File: src/rtl/acs_pkg.sv
package acs_pkg;
  typedef enum logic [1:0] {
    BF_IDLE     = 2'b00,
    BF_HI_ADD   = 2'b01,
    BF_HI_SUB   = 2'b10,
    BF_BOTH_SUB = 2'b11
  } bf_op_e;

  localparam int NUM_LANES = 2;
endpackage

File: src/rtl/acs_lane_op.sv
module acs_lane_op #(
  parameter int LANE_W = 16
) (
  input  logic [LANE_W-1:0] operand,
  input  logic [LANE_W-1:0] metric,
  input  logic              subtract,
  output logic [LANE_W-1:0] result
);
  always_comb begin
    if (subtract) result = operand - metric;
    else          result = operand + metric;
  end
endmodule

File: src/rtl/acs_butterfly.sv
module acs_butterfly
  import acs_pkg::*;
#(
  parameter int LANE_W = 16
) (
  input  logic                        clk,
  input  logic                        rst,
  input  logic                        req,
  input  logic [1:0]                  op,
  input  logic [NUM_LANES*LANE_W-1:0] pair,
  input  logic [LANE_W-1:0]           metric,
  output logic                        done,
  output logic [NUM_LANES*LANE_W-1:0] result
);
  localparam int PAIR_W = NUM_LANES * LANE_W;

  logic [PAIR_W-1:0] lane_res;
  logic              accept;

  // lane i subtracts when opcode bit i is set
  for (genvar i = 0; i < NUM_LANES; i++) begin : g_lane
    acs_lane_op #(.LANE_W(LANE_W)) u_op (
      .operand (pair[i*LANE_W +: LANE_W]),
      .metric  (metric),
      .subtract(op[i]),
      .result  (lane_res[i*LANE_W +: LANE_W])
    );
  end

  assign accept = req && (bf_op_e'(op) != BF_IDLE);

  always_ff @(posedge clk) begin
    if (rst) begin
      done   <= 1'b0;
      result <= '0;
    end else begin
      done <= accept;
      if (accept) result <= lane_res;
    end
  end
endmodule

File: src/rtl/acs_compare_select.sv
module acs_compare_select #(
  parameter int LANE_W = 16,
  parameter int TR_W   = 16
) (
  input  logic              clk,
  input  logic              rst,
  input  logic              req,
  input  logic [2*LANE_W-1:0] pair,
  output logic              done,
  output logic [LANE_W-1:0] survivor,
  output logic              flag,
  output logic [TR_W-1:0]   history
);
  logic signed [LANE_W-1:0] hi_s, lo_s;
  logic                     keep_low;

  assign hi_s     = pair[2*LANE_W-1:LANE_W];
  assign lo_s     = pair[LANE_W-1:0];
  assign keep_low = !(hi_s > lo_s);

  always_ff @(posedge clk) begin
    if (rst) begin
      done     <= 1'b0;
      survivor <= '0;
      flag     <= 1'b0;
      history  <= '0;
    end else begin
      done <= req;
      if (req) begin
        survivor <= keep_low ? lo_s : hi_s;
        flag     <= keep_low;
        history  <= {history[TR_W-2:0], keep_low};
      end
    end
  end
endmodule

File: src/rtl/viterbi_acs_unit.sv
module viterbi_acs_unit #(
  parameter int LANE_W = 16,
  parameter int TR_W   = 16
) (
  input  logic                clk,
  input  logic                rst,
  input  logic                bf_req,
  input  logic [1:0]          bf_op,
  input  logic [2*LANE_W-1:0] bf_pair,
  input  logic [LANE_W-1:0]   bf_metric,
  output logic                bf_done,
  output logic [2*LANE_W-1:0] bf_result,
  input  logic                cs_req,
  input  logic [2*LANE_W-1:0] cs_pair,
  output logic                cs_done,
  output logic [LANE_W-1:0]   cs_survivor,
  output logic                cs_flag,
  output logic [TR_W-1:0]     cs_history
);
  acs_butterfly #(.LANE_W(LANE_W)) u_bfly (
    .clk   (clk),
    .rst   (rst),
    .req   (bf_req),
    .op    (bf_op),
    .pair  (bf_pair),
    .metric(bf_metric),
    .done  (bf_done),
    .result(bf_result)
  );

  acs_compare_select #(.LANE_W(LANE_W), .TR_W(TR_W)) u_cs (
    .clk     (clk),
    .rst     (rst),
    .req     (cs_req),
    .pair    (cs_pair),
    .done    (cs_done),
    .survivor(cs_survivor),
    .flag    (cs_flag),
    .history (cs_history)
  );
endmodule

File: config.mk
export PLATFORM = sky130hd
export DESIGN_NAME = viterbi_acs_unit
export DESIGN_NICKNAME = d
export VERILOG_FILES = /design/src/rtl/acs_pkg.sv /design/src/rtl/acs_lane_op.sv /design/src/rtl/acs_butterfly.sv /design/src/rtl/acs_compare_select.sv /design/src/rtl/viterbi_acs_unit.sv
export SDC_FILE = /design/constraint.sdc
export NUM_CORES = 1
export LEC_CHECK = 0
export ABC_AREA = 1
export BUFFER_PORTS_ARGS = -buffer_cell sky130_fd_sc_hd__buf_2
export CAP_MARGIN = 25
export CORE_ASPECT_RATIO = 0.6
export CORE_MARGIN = 2
export CORE_UTILIZATION = 30
export DETAILED_ROUTE_END_ITERATION = 10
export SETUP_SLACK_MARGIN = 0.15
export SLEW_MARGIN = 40
export SYNTH_ARGS = -nofsm -noshare
export SYNTH_HDL_FRONTEND = slang
export SYNTH_SLANG_ARGS = --single-unit
File: constraint.sdc
create_clock -name clk -period 5.3 [get_ports clk]
set_clock_uncertainty 0.2 [all_clocks]
set_input_delay 0.53 -clock clk [delete_from_list [all_inputs] [get_ports clk]]
set_output_delay 0.53 -clock clk [all_outputs]
set_load 0.02 [all_outputs]
==> results <==
- The flow ran to the end, and the final reports show no timing, DRC or antenna violations.
- The die is 106 um tall.
- The share of synthesized area occupied by flip-flops and latches is 25.6%.
- In the final layout, the share of cells above drive strength 1 is 19.2%.
- In the final routed layout, each cell accounts on average for 14.1 um.
- Subtracting the final worst setup slack from the clock period gives 3.38 ns.
- The later pin in the worst-skew pair is clocked with a latency of 0.32 ns.
- In the finished design, the share of the clock period the worst path needs comes to 63.8%.
- The total of max-cap violations is 0.
- The first-pass iteration count of the detailed router is 5.
- The final route contains 5,551 vias.
- The count of unresolved DRC violations after routing is 0.
- The DRC violation total after the first TritonRoute iteration is 379.
- The synthesized netlist contains 36 unique library cells.
- At the pin with the least slew margin, the transition time is 0.705 ns.
- The most used flip-flop cell after synthesis is dfxtp_1.
- The worst setup path is launched from a primary input.
- The starting density of the core is 30.4%.
- The synthesized netlist occupies a cell area of 0.00516 mm2.
- Setup repair after global routing left no endpoint under its margin.
- The congestion estimate from routability-driven global placement came to 0.925.
- The count of port buffers added during placement is 152.
- For met3 alone, demand over resource in global routing was 4.33%.
- The count of H-tree levels built during CTS is 3.
- The endpoint arrival time on the critical path is 3.41 ns.
- The total number of clock tree sinks is 66.
- The synthesized design spends more area on one cell type than any other, namely dfxtp_1.
- The cell count after synthesis came out at 804.
- The clock input transition at the sequential cells of the worst setup and hold paths is 0.06 ns.
- The setup path with the least slack is of type primary input to flip-flop.
- Entering global routing, the biggest net connects 38 pins.
- For this block, the routed nets add up to 16,600 um of wire.
- The power density over cell area is 265 mW/mm2.
- The fraction of synthesis flops using an asynchronous set or reset pin is 0%.
- The clock tree from TritonCTS is done.
- After the flow finishes, the layout carries non-filler instances totaling 1,178.
- The mean post-synth cell area is 6.42 um2.
- Registers are responsible for 33.6% of the overall power.
- The global-route wire length before repair is 26,600 um.
- Once the clock tree was built, the resizer swapped 0 gates to a different size.
- The largest vdd supply drop is 0.147 mV.
- After detailed placement, the design holds a cell count of 1,162.
- In the global route stage, overall resource usage came out at 18.3%.
- The HPWL after detailed placement is 13,000 um.
- Clock tree synthesis inserted a total of 9 buffers.
- The share of power burned in the clock network is 32.6%.
- The remaining number of nets flagged by the antenna check after routing is 0.
- For this design, the CTS-stage hold fixing added 0 buffers.
- For this design the static power due to leakage is 3.50 nW.
- The number of global-route vias before repair came to 5,085.
- The worst path required time is 5.33 ns.
- The utilization after layout is 37.5%.
- The final hold violation count came to 0.
- The cell at the root of the clock tree is clkbuf_16.
- The maximum buffer depth of the clock tree is 2.
- The library cell used most frequently in the layout, excluding fill and tap cells, is nand2_1.
- The final-layout fill cell count is 1,877.
- The count of final max-slew check failures is 0.
- The met1 layer usage reported by global route is 29.1%.
- Net switching is 36.6% of the power.
- In this run the count of I/O pins placed on the die edge is 153.
- The die covers 0.0183 mm2.
- The core region area is 0.0170 mm2.
- The worst min-delay path class is flip-flop to flip-flop.
- The internal power of the cells is 1.07 mW.
- In the routed layout, each cell is associated on average with a via count of 4.71.
- In this run the core area contains 37 standard-cell rows.
- The combinational group share of total power is 33.8%.
- The number of antenna violations at the first check in global routing is 1.
- The layer flagged by global routing as most heavily used is met1.
- The number of setup buffers added after CTS is 0.
- The worst pin sits at a relative slew slack of 52.7%.
- The worst setup path is captured at a flip-flop.
- Static timing analysis puts the maximum clock frequency at 296 MHz.
- For this run the aggregate overflow at the end of global routing stands at 0.
- The number of diodes added for antenna fixing is 0.
- The fraction of synthesized cell area taken by the top area cell type is 25.6%.
- From synthesis to final layout, the design area changed by 23.3%.
- For this run, the number of Yosys warnings is 0.
- The met2 usage is 24.1%.
- The synthesized net count is 939.
- The die width is 173 um.
- The switching power summed over all nets is 616 uW.
- The flip-flop and latch count after synthesis is 66.
- Yosys mapped a number of flops with a built-in enable equal to 0.
- By area the synthesized netlist is led by dfxtp_1, ha_1, nand2_1, inv_1, o21ai_0.
- Setup violations remaining at the end of the flow were counted as 0.
- In the layout the commonest cells are nand2_1, buf_2, inv_1, nor2_1, o21ai_0.
- Of all nets on the critical path, the largest fanout is 5.
- In the final design database the tool counted 1,074 nets.
- Adding up every negative setup slack in the final design gives 0 ns.
## critical path: stages
cell,delay [ns]
buf_2,0.14
inv_1,0.08
ha_1,0.18
nand2_1,0.10
nor3_2,0.22
nand3_1,0.15
inv_1,0.10
nand2_1,0.06
o21ai_0,0.15
nand2_1,0.11
nand2_1,0.07
o21ai_0,0.15
ha_1,0.41
a21oi_1,0.20
o21bai_1,0.09
a21oi_1,0.12
nand2_1,0.06
a21oi_1,0.17
inv_1,0.06
nand3_1,0.08
nand3_1,0.07
nand2_1,0.08
inv_1,0.03
## routing by layer
layer | up-vias | wire, um
li1 | 2913 | -
met1 | 2443 | 8980
met2 | 180 | 6150
met3 | 13 | 1290
met4 | 2 | 184
met5 | - | 13
## worst paths after layout
kind / from / endpoint / slack, ns / cells past startpoint
setup / recovery: bf_metric[0] / u_bfly.result[31] / 1.92 / 23
hold / removal: u_cs.survivor[11] / u_cs.survivor[11] / 0.26 / 2
setup reg to reg: u_cs.history[0] / u_cs.history[0] / 4.35 / 4
hold reg to reg: u_cs.survivor[11] / u_cs.survivor[11] / 0.26 / 2
## power by group through the flow
stage               logic [mW]  clock network, mW  registers (mW)
floorplan                0.338                  0           0.627
global placement         0.567                  0           0.576
CTS                      0.570              0.571           0.566
global route             0.647              0.591           0.572
detailed placement       0.567                  0           0.576
finish                   0.571              0.549           0.566
## layout make-up
type,instances,area [um2],area share (%)
Multi-Input combinational cell,592,3280,51.4
Sequential cell,66,1320,20.7
Timing Repair Buffer,154,778,12.2
Inverter,116,435,6.84
Tap cell,234,293,4.60
Clock buffer,13,250,3.93
Clock inverter,3,15.0,0.236
## per-stage QoR
step | hold WS, ns | cell area [um2] | power, mW | setup slack [ns]
6_report | 0.260 | 6370 | 1.69 | 1.92
5_1_grt | 0.281 | 6370 | 1.81 | 1.54
4_1_cts | 0.265 | 6370 | 1.71 | 1.92
3_5_place_dp | 0.256 | 6100 | 1.14 | 1.59
3_3_place_gp | 0.250 | 6100 | 1.14 | 1.63
2_1_floorplan | 0.341 | 5160 | 0.965 | 2.19
## logic make-up after synthesis
logic type                 after synthesis  synth area share, %
AOI/OAI and AO/OA                      169                 17.6
DFF                                     66                 25.6
xor gates and xnor gates                23                 3.90
and+or+nand+nor                        351                 29.7
buffers and inverters                  146                 11.0
adders and majority gates               49                 12.2
## Yosys cell counts (7+ instances only)
cell      count
nand2_1     152
inv_1       115
nor2_1       98
o21ai_0      82
dfxtp_1      66
nand3_1      63
a21oi_1      60
ha_1         47
clkbuf_1     20
nand4_1      18
xor2_1       18
a21o_1        8
buf_2         7
nor3_1        7
## registers in the layout, summed over array words and instances (netlist names)
name,count
u_bfly.result,32
u_cs.history,16
u_cs.survivor,16
u_bfly.done,1
u_cs.done,1
Note: power is estimated with default switching activity, not from simulation.
